File: src/rtl/pbq_pkg.sv
// Package: shared types and helpers for the pushbutton reset qualifier.
// Assumes: nothing beyond IEEE 1800-2017.
package pbq_pkg;

    // Qualifier states: idle, counting a low level, press held, counting a release.
    typedef enum logic [1:0] {
        QS_IDLE = 2'd0,
        QS_ARM  = 2'd1,
        QS_HELD = 2'd2,
        QS_REL  = 2'd3
    } qual_state_t;

    // Larger of two integers, used to size shared counters.
    function automatic int max_of(input int a, input int b);
        return (a > b) ? a : b;
    endfunction

endpackage

File: src/rtl/pbq_sync.sv
// Module: pbq_sync
// Brings the raw active-low button level into the clock domain through a
// flop chain. It presents the result as an active-high "low seen" level.
// Assumes: STAGES >= 2; the chain resets to the idle (high) level.
module pbq_sync #(
    parameter int STAGES = 2
) (
    input  logic clk,
    input  logic rst_n,
    input  logic raw_n_i,
    output logic low_o
);

    logic [STAGES-1:0] chain_q;

    // Shift the raw level through the synchroniser chain.
    always_ff @(posedge clk) begin
        if (!rst_n) begin
            chain_q <= '1;
        end else begin
            chain_q <= {chain_q[STAGES-2:0], raw_n_i};
        end
    end

    assign low_o = ~chain_q[STAGES-1];

endmodule

File: src/rtl/pbq_tick.sv
// Module: pbq_tick
// Free-running divider that gives a one-clock pulse every CLKS_PER_TICK
// clocks. This is the millisecond time base for qualification.
// Assumes: CLKS_PER_TICK >= 1.
module pbq_tick #(
    parameter int CLKS_PER_TICK = 125000
) (
    input  logic clk,
    input  logic rst_n,
    output logic tick_o
);

    generate
        if (CLKS_PER_TICK == 1) begin : g_every
            // Degenerate divider: every clock is a tick.
            assign tick_o = rst_n;
        end else begin : g_div
            localparam int CW = $clog2(CLKS_PER_TICK);
            localparam logic [CW-1:0] LAST = CW'(CLKS_PER_TICK - 1);

            logic [CW-1:0] div_q;
            logic          tick_q;

            // Count clocks and fire one pulse when the period completes.
            always_ff @(posedge clk) begin
                if (!rst_n) begin
                    div_q  <= '0;
                    tick_q <= 1'b0;
                end else if (div_q == LAST) begin
                    div_q  <= '0;
                    tick_q <= 1'b1;
                end else begin
                    div_q  <= div_q + 1'b1;
                    tick_q <= 1'b0;
                end
            end

            assign tick_o = tick_q;

            // Ticks are isolated pulses, spaced by the period (R3 time base).
            assert_tick_isolated_R3: assert property (@(posedge clk) disable iff (!rst_n)
                tick_q |=> !tick_q);
        end
    endgenerate

endmodule

File: src/rtl/pbq_qualifier.sv
// Module: pbq_qualifier
// Decides when a synchronised low level counts as a real press and when the
// press has ended. A press is accepted after PRESS_TICKS ticks of unbroken
// low. It is released after RELEASE_TICKS ticks of unbroken high.
// Assumes: low_i is already synchronous; tick_i is a one-clock pulse;
// PRESS_TICKS >= 2 so that a pulse shorter than one tick cannot qualify.
module pbq_qualifier
    import pbq_pkg::*;
#(
    parameter int PRESS_TICKS   = 4,
    parameter int RELEASE_TICKS = 2
) (
    input  logic clk,
    input  logic rst_n,
    input  logic low_i,
    input  logic tick_i,
    output logic press_o
);

    localparam int              MAXT         = max_of(PRESS_TICKS, RELEASE_TICKS);
    localparam int              CW           = $clog2(MAXT + 1);
    localparam logic [CW-1:0]   PRESS_LAST   = CW'(PRESS_TICKS - 1);
    localparam logic [CW-1:0]   RELEASE_LAST = CW'(RELEASE_TICKS - 1);

    qual_state_t   state_q, state_d;
    logic [CW-1:0] cnt_q, cnt_d;

    // Next-state and counter rules for acceptance and release.
    always_comb begin
        state_d = state_q;
        cnt_d   = cnt_q;
        case (state_q)
            QS_IDLE: begin
                if (low_i) begin
                    state_d = QS_ARM;
                    cnt_d   = '0;
                end
            end
            QS_ARM: begin
                if (!low_i) begin
                    state_d = QS_IDLE;
                    cnt_d   = '0;
                end else if (tick_i) begin
                    if (cnt_q == PRESS_LAST) begin
                        state_d = QS_HELD;
                        cnt_d   = '0;
                    end else begin
                        cnt_d = cnt_q + 1'b1;
                    end
                end
            end
            QS_HELD: begin
                if (!low_i) begin
                    state_d = QS_REL;
                    cnt_d   = '0;
                end
            end
            QS_REL: begin
                if (low_i) begin
                    state_d = QS_HELD;
                    cnt_d   = '0;
                end else if (tick_i) begin
                    if (cnt_q == RELEASE_LAST) begin
                        state_d = QS_IDLE;
                        cnt_d   = '0;
                    end else begin
                        cnt_d = cnt_q + 1'b1;
                    end
                end
            end
            default: begin
                state_d = QS_IDLE;
                cnt_d   = '0;
            end
        endcase
    end

    // State and counter registers.
    always_ff @(posedge clk) begin
        if (!rst_n) begin
            state_q <= QS_IDLE;
            cnt_q   <= '0;
        end else begin
            state_q <= state_d;
            cnt_q   <= cnt_d;
        end
    end

    assign press_o = (state_q == QS_HELD) || (state_q == QS_REL);

    // A press can only begin on a tick seen while the input was low.
    assert_rise_on_low_tick_R4: assert property (@(posedge clk) disable iff (!rst_n)
        $rose(press_o) |-> $past(low_i && tick_i));

    // A press can only end on a tick seen while the input was high.
    assert_fall_on_high_tick_R7: assert property (@(posedge clk) disable iff (!rst_n)
        $fell(press_o) |-> $past(!low_i && tick_i));

    // While the press is active and the input is low, it stays active.
    assert_hold_while_low_R6: assert property (@(posedge clk) disable iff (!rst_n)
        (press_o && low_i) |=> press_o);

    // A high sample while arming always drops back to idle (count restart).
    assert_restart_on_high_R5: assert property (@(posedge clk) disable iff (!rst_n)
        (state_q == QS_ARM && !low_i) |=> (state_q == QS_IDLE));

    // Counter never runs past its largest threshold.
    assert_cnt_bound_R3: assert property (@(posedge clk) disable iff (!rst_n)
        cnt_q < CW'(MAXT));

    // With the input high and idle, no press can appear.
    assert_idle_quiet_R1: assert property (@(posedge clk) disable iff (!rst_n)
        (state_q == QS_IDLE && !low_i) |=> !press_o);

endmodule

File: src/rtl/pb_reset_qualifier.sv
// Module: pb_reset_qualifier
// Top of the pushbutton reset qualifier: synchroniser, millisecond tick and
// press/release qualifier. The output is a clean active-high press level.
// Assumes: CLKS_PER_TICK clocks make one millisecond; PRESS_TICKS >= 2.
module pb_reset_qualifier #(
    parameter int CLKS_PER_TICK = 125000,
    parameter int PRESS_TICKS   = 4,
    parameter int RELEASE_TICKS = 2,
    parameter int SYNC_STAGES   = 2
) (
    input  logic clk,
    input  logic rst_n,
    input  logic btn_n_i,
    output logic press_o
);

    logic low_s;
    logic tick_s;

    pbq_sync #(.STAGES(SYNC_STAGES)) u_sync (
        .clk     (clk),
        .rst_n   (rst_n),
        .raw_n_i (btn_n_i),
        .low_o   (low_s)
    );

    pbq_tick #(.CLKS_PER_TICK(CLKS_PER_TICK)) u_tick (
        .clk    (clk),
        .rst_n  (rst_n),
        .tick_o (tick_s)
    );

    pbq_qualifier #(
        .PRESS_TICKS   (PRESS_TICKS),
        .RELEASE_TICKS (RELEASE_TICKS)
    ) u_qual (
        .clk     (clk),
        .rst_n   (rst_n),
        .low_i   (low_s),
        .tick_i  (tick_s),
        .press_o (press_o)
    );

endmodule

File: config.mk
export PLATFORM = sky130hd
export DESIGN_NAME = pb_reset_qualifier
export DESIGN_NICKNAME = d
export VERILOG_FILES = /design/src/rtl/pbq_pkg.sv /design/src/rtl/pbq_sync.sv /design/src/rtl/pbq_tick.sv /design/src/rtl/pbq_qualifier.sv /design/src/rtl/pb_reset_qualifier.sv
export SDC_FILE = /design/constraint.sdc
export NUM_CORES = 1
export LEC_CHECK = 0
export BUFFER_PORTS_ARGS = -buffer_cell sky130_fd_sc_hd__buf_2
export CORE_MARGIN = 3
export CORE_UTILIZATION = 40
export DETAILED_ROUTE_END_ITERATION = 10
export HOLD_SLACK_MARGIN = 0.05
export PLACE_DENSITY_LB_ADDON = 0.12
export SLEW_MARGIN = 40
export SYNTH_ARGS = -nofsm -noshare
export SYNTH_HDL_FRONTEND = slang
export SYNTH_SLANG_ARGS = --single-unit
File: constraint.sdc
create_clock -name clk -period 1.9 [get_ports clk]
set_clock_uncertainty 0.2 [all_clocks]
set_input_delay 0.38 -clock clk [delete_from_list [all_inputs] [get_ports clk]]
set_output_delay 0.38 -clock clk [all_outputs]
set_load 0.03 [all_outputs]
# Yosys cells after proc, flatten, opt, wreduce, memory -nomap -nowiden
# Index checks and enable logic that the tools add are counted.
[word_totals]
reg_bits = 25
inputBits = 3
output_inout_bits = 1
word_cells = 44
[classes]
addsub = 2
n_eq_ne = 12
mux = 19
bitwise_logic = 1
n_reduce_logical = 5
[op_table]
columns = ["op", "n"]
rows = [
  ["3-bit two-way mux", 8],
  ["17-bit by 1-bit adder with 17-bit output, second input constant", 1],
  ["17-bit equality test, second input constant", 1],
  ["2-bit two-way mux", 8],
  ["3-bit case mux with 4 select lines", 1],
  ["2-bit case mux with 4 select lines", 1],
  ["3-bit by 2-bit != test with 1-bit output, second input constant", 2],
  ["3-bit != test, second input constant", 2],
  ["6-bit AND reduction", 1],
  ["2-bit equality test, second input constant", 2],
  ["2-bit != test, second input constant", 2],
  ["4-bit AND reduction", 1],
  ["3-bit by 1-bit adder with 3-bit output, second input constant", 1],
  ["3-bit by 1-bit equality test with 1-bit output, second input constant", 1],
  ["3-bit by 2-bit equality test with 1-bit output, second input constant", 1],
  ["2-bit by 1-bit equality test with 1-bit output, second input constant", 1],
  ["2-bit logical NOT", 1],
  ["2-bit OR reduction", 1],
  ["1-bit logical OR", 1],
  ["1-bit two-way mux", 1],
  ["1-bit inverter", 1],
]

# Logic depth before layout (Yosys ltp)
# Gate-level depths: netlist of run 1.
[logic_depth]
word_depth = 5
mapped_depth = 6
mapped_depth_nobuf = 6

# Cells and area by module
# Synthesis of run 1 repeated with hierarchy kept, for this count alone.
[unflattened]
hier_cells = 134
hier_area_um2 = 1221.2
[by_module_without_submodules]
columns = ["mod", "instances", "cells_each", "area_per_inst_um2", "seq_area_each_um2"]
rows = [
  ["pbq_tick", 1, 89, 802.0, 360.3],
  ["pbq_qualifier", 1, 40, 362.8, 100.1],
  ["pbq_sync", 1, 5, 56.3, 40.0],
]

# Worst setup path after synthesis of run 1
# Ideal clock, no wire load.
[synth_path]
path_kind = "register to register"
startpoint = "reg u_tick.g_div.div_q[0]"
endpoint = "reg u_tick.g_div.div_q[9]"
setup_ps = 115
arrival_time_ps = 1265
required_ps = 1585
slack_ps = 321
stages_incl_launch_ff = 7
path_buffers = 1
period_less_slack_ps = 1579
path_cell_list = "dfxtp_1 -> ha_1 -> and4_1 -> nand4_1 -> nand2_1 -> buf_6 -> nor2_1"
[synth_between]
elab_chain_cells = 2
word_cells_on_any_way = 3
classes_between = "add/sub (1); eq/ne (1); reduce/logical (1)"
[synth_rtl]
columns = ["item", "line_no", "text"]
rows = [
  ["start, declared", "pbq_tick.sv:21", "logic [CW-1:0] div_q;"],
  ["start signal, assigned", "pbq_tick.sv:33", "div_q <= div_q + 1'b1;"],
  ["branches (longest 2 deep; another with 17-bit by 1-bit adder with 17-bit output)", "-", ""],
]
# Parallel ways; which one is timed is not known.
# A chain may end at the register's enable or synchronous reset.

# Worst setup path in the final report of run 1
[layout_path]
startpoint = "reg u_qual.cnt_q[0]"
endpoint = "reg u_qual.cnt_q[2]"
[layout_between]
elab_chain_cells = 5
word_cells_on_any_way = 10
classes_between = "add/sub (1); eq/ne (2); mux (7)"
[layout_rtl]
columns = ["item", "line_no", "text"]
rows = [
  ["start, declared", "pbq_qualifier.sv:26", "logic [CW-1:0] cnt_q, cnt_d;"],
  ["start signal, assigned", "pbq_qualifier.sv:85", "cnt_q <= cnt_d;"],
  ["3-bit by 1-bit adder with 3-bit output, or another cell as far along", "pbq_qualifier.sv:48, pbq_qualifier.sv:67", ""],
  ["3-bit two-way mux (on tied branches)", "pbq_qualifier.sv:63, pbq_qualifier.sv:44", ""],
  ["3-bit two-way mux (on tied branches)", "pbq_qualifier.sv:62, pbq_qualifier.sv:43", ""],
  ["3-bit two-way mux (on tied branches)", "pbq_qualifier.sv:59, pbq_qualifier.sv:40", ""],
  ["3-bit case mux with 4 select lines (*)", "pbq_qualifier.sv:32", "case (state_q)"],
]
# Mark *: on every way between the ends. The rest lies on a longest branch, timed or not. The select of a mux whose other input is x is not followed.

==> summary.txt, run 1 <==
Clock network
  – Number of buffers created by CTS: 3
  – Sink Count: 25
  – Max clock buf depth: 2
  – CTS root buffer: clkbuf_4
  – H-tree lvl count: 1
  – Clock transition at path regs: 0.15 ns
  – Post-CTS setup buffer count: 0
  – CTS tree: built
  – Worst-Skew Late Latency: 0.33 ns

Synthesis
  – Post-synthesis sequential area ratio: 42.0%
  – Post-synth EDFFs: 0
  – Number of cells produced by synthesis: 131
  – Mapped cell area: 1190 um^2
  – Seq cells post-synth: 25
  – Prevailing post-synth register cell: dfxtp_1
  – Ys Warns: 0
  – Synth unique cells: 33
  – Async SR Flop Fraction: 0%
  – Mean Syn Cell Area: 9.09 um^2
  – Post-synth net total: 139

Global route
  – Vias in the first global route: 848
  – Largest net degree at the start of global routing: 17
  – Total global routing overflow: 0
  – GR Util met3: 1.91%
  – Global-route wire length before repair: 3.74 mm
  – GR peak layer: met2
  – Grt met2 use: 19.8%
  – GRT Util Overall: 13.5%
  – Initial antenna violation count: 0
  – Routing usage on met1: 19.2%

Run
  – Max Cap Viol: 0

Routing
  – Drt first-iter violations: 43
  – Via Count: 893
  – Routed len/inst: 12.7 um
  – Antenna Nets Post-Route: 0
  – DRT Pass-1 Iters: 4
  – WL final: 2.14 mm
  – DR DRC count: 0
  – Vias per cell: 5.32

Layout
  – Layout cells sized above 1: 10.2%
  – Nets: 146
  – Synth-to-layout area growth: 6.83%
  – Diode count: 0
  – Fillcell total: 283

Setup path
  – Crit path DAT: 1.78 ns
  – FF-to-FF path depth: 5
  – Worst setup EP type: register
  – Worst EP required: 1.95 ns
  – CP startpoint kind: register
  – Crit path kind: reg -> reg
  – Crit-path max FO: 4

Die
  – Core Region: 2810 um^2
  – Die W: 60.6 um
  – Die Y: 60.6 um
  – Cell Rows: 19
  – Initial Util: 42.5%
  – Die area: 3670 um^2
  – Ports: 4

Timing
  – Final hold viol count: 0
  – Max-slew violations: 0
  – RSZ-0062 raised after global routing: false
  – Final worst path period need: 1.73 ns
  – Fmax: 576 MHz
  – Final setup vio count: 0
  – TNS Setup: 0 ns
  – Final period utilization: 91.3%
  – Max_slew headroom: 71.1%
  – Fin Hold WS: 0.0702 ns
  – Worst slew pin tran: 0.432 ns

Power
  – Power Density: 647 nW/um^2
  – Worst IR drop on VDD: 0.402 mV
  – P_leak: 0.431 nW

Run status
  – Outcome: complete, no violations

Min path
  – Hold Crit Class: in -> reg
  – Hold Path Depth: 2

Placement
  – Final Wtd Congestion: 0.813
  – Detailed Place HPWL: 1.54 mm
  – Number of I/O port buffers: 3
worst paths after layout:
| kind | from | to | slack (ns) |
|---|---|---|---|
| max | u_qual.cnt_q[0] | u_qual.cnt_q[2] | 0.17 |
| min | rst_n | u_sync.chain_q[1] | 0.07 |
| max reg2reg | u_qual.cnt_q[0] | u_qual.cnt_q[2] | 0.17 |
| min reg2reg | u_sync.chain_q[0] | u_sync.chain_q[1] | 0.22 |
area by class of cell:
class                      count  area, um^2  share of cell area, %
multi-input combinational     96         637                   50.0
sequential                    25         500                   39.3
timing repair buffer           7        47.5                   3.74
tap                           31        38.8                   3.05
clock buffer                   3        22.5                   1.77
inverter                       5        18.8                   1.47
clock inverter                 1        7.51                  0.590
per-layer routing:
metal	routed length, um	vias up
met3	38	4
met4	35	0
met2	866	6
met1	1200	406
met5	0	-
li1	-	477
through the flow:
step / utilization (%) / power (W) / instance area, um^2 / setup WS, ns / std cells
6_report: 45.4 / 0.000824 / 1270 / 0.165 / 168
5_1_grt: 45.4 / 0.000851 / 1270 / 0.0869 / 168
4_1_cts: 45.4 / 0.000838 / 1270 / 0.184 / 168
3_5_place_dp: 43.9 / 0.000587 / 1230 / 0.217 / 163
3_3_place_gp: 43.9 / 0.000587 / 1230 / 0.225 / 163
2_1_floorplan: - / 0.000576 / 1190 / 0.321 / 131
cell families (layout without fill, tap and decap cells):
| group | count (synthesis) | after routing | synth area share [%] |
|---|---|---|---|
| AND/OR/NAND/NOR | 62 | 62 | 29.4 |
| AO/OA/AOI/OAI | 13 | 13 | 7.04 |
| buffers and inverters | 10 | 16 | 4.52 |
| flip-flops | 25 | 25 | 42.0 |
| XOR/XNOR | 16 | 16 | 11.8 |
| adder cells (fa/ha/maj) | 5 | 5 | 5.25 |
cell usage after synthesis, types with 2 or more instances:
cell type  instances  area share [%]
a21oi_1            4             1.7
and4_1             2             1.5
buf_6              2             1.9
clkbuf_1           2            0.63
dfxtp_1           25              42
ha_1               5             5.3
inv_1              5             1.6
nand2_1            9             2.8
nand2b_1           4             2.1
nand3_1            2            0.84
nand4_1            6             3.2
nor2_1            19             6.0
nor3_1             4             1.7
nor4_1             6             3.2
nor4b_1            2             1.5
o21ai_0            3             1.3
xnor2_1           11             8.1
xor2_1             5             3.7
power by group:
part            total, W  switching [W]  internal [W]
clock network   0.000246       0.000166     0.0000805
logic          0.0000345      0.0000188     0.0000157
registers       0.000543     0.00000984      0.000533
cell usage in the layout (no fill, tap or decap), types with 5 or more instances in the layout:
| cell type | netlist | layout |
|---|---|---|
| xor2_1 | 5 | 5 |
| nand2_1 | 9 | 9 |
| inv_1 | 5 | 5 |
| nor2_1 | 19 | 19 |
| dfxtp_1 | 25 | 25 |
| ha_1 | 5 | 5 |
| nand4_1 | 6 | 6 |
| nor4_1 | 6 | 6 |
| xnor2_1 | 11 | 11 |
registers in the layout (all words and copies together), names as in the netlist, named ones only:
register            count
u_qual.state_q          1
u_qual.cnt_q            3
u_sync.chain_q          2
u_tick.tick_o           1
u_tick.g_div.div_q     17
critical path, stage by stage (launching register included):
cell and delay, ns:
dfxtp_1 0.37, ha_1 0.23, ha_1 0.28, and4b_1 0.24, o21ai_0 0.07, a311oi_1 0.27
what timing repair did:
item / in CTS / in global routing
gates resized for setup: 0 / 0
endpoints found under the hold margin: 1 / 0
hold buffers: 1 / 0
Note: power is estimated with default switching activity, not from simulation.
==> run 2: changes to the inputs <==
Settings changed: SYNTH_HIERARCHICAL from default to 1.
==> summary.txt, run 2 <==
Run status
  – Outcome: finished, violations left
  – Failing checks: negative setup slack

Synthesis
  – Synth unique cells: 32 (-3.0%)
  – Seq cells post-synth: 25 (unchanged)
  – Mapped cell area: 1220 um^2 (+2.5%)
  – Number of cells produced by synthesis: 134 (+2.3%)
  – Area share of the largest cell type after synthesis: 41.0% (-1.0 points)
  – Cell type with the largest total area after synthesis: dfxtp_1
  – Post-synth EDFFs: 0 (unchanged)
  – Post-synthesis sequential area ratio: 41.0% (-1.0 points)
  – Top-count cell post-synth: dfxtp_1
  – Async SR Flop Fraction: 0% (unchanged)
  – Ys Warns: 6 (+6)
  – Prevailing post-synth register cell: dfxtp_1
  – Most frequent cells after synthesis: dfxtp_1 (25), nor2_1 (20), xnor2_1 (12)
  – Post-synth net total: 143 (+2.9%)
  – Mean Syn Cell Area: 9.11 um^2 (+0.23%)
  – Top post-synthesis cells by area: dfxtp_1 (41%), xnor2_1 (8.6%), ha_1 (6.1%), nor2_1 (6.1%), nand3_1 (3.3%)

Global route
  – Total global routing overflow: 0 (unchanged)
  – Initial antenna violation count: 0 (unchanged)
  – GRT Util Overall: 14.2% (+0.76 points)
  – GR peak layer: met1
  – Largest net degree at the start of global routing: 17 (unchanged)
  – GR Util met3: 3.14% (+1.2 points)
  – Vias in the first global route: 897 (+5.8%)
  – Global-route wire length before repair: 3.96 mm (+5.9%)
  – Grt met2 use: 19.9% (+0.092 points)
  – Routing usage on met1: 21.0% (+1.8 points)

Setup path
  – CP startpoint kind: register
  – Critical-path top delay cell: or4_4
  – R2R Path End: u_tick/g_div.div_q[1]
  – Critical path buffer and inverter count: 0 (unchanged)
  – Crit path cell chain: or4b_4 -> or4_4 -> and3_4
  – Crit path DAT: 2.01 ns (+0.23 ns)
  – Crit-path max FO: 4 (unchanged)
  – RR Startpoint: u_tick/g_div.div_q[5]
  – CP top delay family: simple AND/OR/NAND/NOR gates
  – Crit path kind: reg -> reg
  – R2R Setup Slk: -0.08 ns (-0.24 ns)
  – Worst setup EP type: register
  – Max stage delay on crit path: 0.62 ns (+0.25 ns)
  – Worst EP required: 1.93 ns (-0.02 ns)
  – FF-to-FF path depth: 3 (-2)

Routing
  – Via Count: 948 (+6.2%)
  – DRT Pass-1 Iters: 4 (unchanged)
  – DR DRC count: 0 (unchanged)
  – Vias per cell: 5.15 (-3.1%)
  – Antenna Nets Post-Route: 0 (unchanged)
  – WL final: 2.27 mm (+6.0%)
  – Drt first-iter violations: 35 (-19%)
  – Routed len/inst: 12.3 um (-3.2%)

Die
  – Initial Util: 43.2% (+0.70 points)
  – Core Region: 2830 um^2 (+0.85%)
  – Ports: 4 (unchanged)
  – Cell Rows: 19 (unchanged)
  – Die W: 61.3 um (+1.1%)
  – Die area: 3750 um^2 (+2.3%)
  – Die Y: 61.3 um (+1.1%)

Timing
  – Max-slew violations: 0 (unchanged)
  – RSZ-0062 raised after global routing: true
  – Final setup vio count: 17 (+17)
  – Max_slew headroom: 74.2% (+3.1 points)
  – Fmax: 505 MHz (-12%)
  – Final hold viol count: 0 (unchanged)
  – Worst slew pin tran: 0.383 ns (-0.0485 ns)
  – Setup WS post-layout: -0.0795 ns (-0.245 ns)
  – Final period utilization: 104% (+13 points)
  – Final worst path period need: 1.98 ns (+0.245 ns)

Min path
  – Min-delay src: rst_n
  – Hold Crit Class: in -> reg
  – Hold Path Depth: 2 (unchanged)
  – Hold Path Sink: u_sync/chain_q[1]

Layout
  – Layout cells sized above 1: 24.8% (+15 points)
  – Largest register FFs: 17 (unchanged)
  – Most common cell after layout, fill and taps aside: dfxtp_1
  – Final cell count without fillers: 184 (+9.5%)
  – Nets: 163 (+12%)
  – Synth-to-layout area growth: 17.9%
  – Biggest regs: u_tick/g_div.div_q (17), u_qual/cnt_q (3), u_sync/chain_q (2)
  – Fin area: 1440 um^2 (+13%)
  – Final design utilization: 50.9% (+5.5 points)
  – Biggest register: u_tick/g_div.div_q
  – Diode count: 0 (unchanged)
  – Most frequent cells in the layout: dfxtp_1 (22), nor2_1 (17), buf_4 (13)

Clock network
  – H-tree lvl count: 1 (unchanged)
  – CTS root buffer: clkbuf_4
  – Clock transition at path regs: 0.14 ns (about the same)
  – Max clock buf depth: 2 (unchanged)
  – Worst-Skew Late Latency: 0.31 ns (-0.02 ns)
  – CTS tree: built
  – Number of buffers created by CTS: 3 (unchanged)
  – Sink Count: 25 (unchanged)

Power
  – Power Density: 578 nW/um^2 (-11%)
  – Worst IR drop on VDD: 0.276 mV (-31%)
  – Total Power: 0.000832 W (+1.0%)
  – P_leak: 0.523 nW (+21%)

Placement
  – Cell Area, Placed: 1360 um^2 (+10%)
  – Detailed Place HPWL: 1.66 mm (+8.1%)
  – Number of I/O port buffers: 3 (unchanged)
  – Final Wtd Congestion: 0.723 (-11%)
  – Placed cells: 178 (+9.2%)
  – Dpl ws: -0.103 ns (-0.320 ns)

Run
  – Max Cap Viol: 0 (unchanged)
run 2: kinds of logic after synthesis:
group | share of synthesized area [%]
adders and majority gates | 6.15
AOI/OAI and AO/OA | 6.15
muxes | 0.922
buffers and inverters | 4.00
DFF | 41.0
and+or+nand+nor | 30.3
xor gates and xnor gates | 11.5
run 2: what timing repair did:
| item | 4_1_cts | 5_1_grt |
|---|---|---|
| gates cloned | 0 | 1 |
| pin swaps | 0 | 3 |
| endpoints found under the setup margin | 17 | 17 |
| hold buffers | 1 | 0 |
| buffers inserted | 0 | 0 |
| endpoints found under the hold margin | 1 | 0 |
| resized for setup | 1 | 7 |
run 2: layer usage:
| metal | part of all wire, % | vias up |
|---|---|---|
| met5 | 0 | - |
| met1 | 53 | 433 |
| met4 | 1.1 | 0 |
| met2 | 43 | 12 |
| li1 | - | 499 |
| met3 | 3.1 | 4 |
run 2: layout make-up:
cell class	instances	area [um^2]
well taps	31	38.8
clock inverters	1	5.00
multi-input cells	99	717
flip-flops and latches	25	504
inverters	8	30.0
clock buffers	3	22.5
repair buffers	17	123
fillers	270	1390
run 2: worst max-delay path by stage:
stage                     startpoint                    end  slack [ns]  cells after the start
2_1_floorplan  u_tick/g_div.div_q[7]  u_tick/g_div.div_q[0]       -0.06                      5
3_3_place_gp   u_tick/g_div.div_q[7]  u_tick/g_div.div_q[7]       -0.09                      4
3_5_place_dp   u_tick/g_div.div_q[7]  u_tick/g_div.div_q[6]       -0.10                      4
4_1_cts        u_tick/g_div.div_q[9]  u_tick/g_div.div_q[6]       -0.07                      4
5_1_grt        u_tick/g_div.div_q[5]  u_tick/g_div.div_q[4]       -0.11                      4
6_report       u_tick/g_div.div_q[5]  u_tick/g_div.div_q[1]       -0.08                      3
run 2: report_power, final:
group	switching [W]	internal (W)
Combinational	0.0000303	0.0000259
Sequential	0.00000510	0.000532
Clock	0.000160	0.0000787
run 2: through the flow:
stage               hold slack (ns)  setup TNS, ns
floorplan                     0.186         -0.591
global placement              0.191          -1.25
detailed placement            0.201          -1.20
CTS                           0.159         -0.905
global route                  0.197          -1.69
finish                        0.209          -1.07
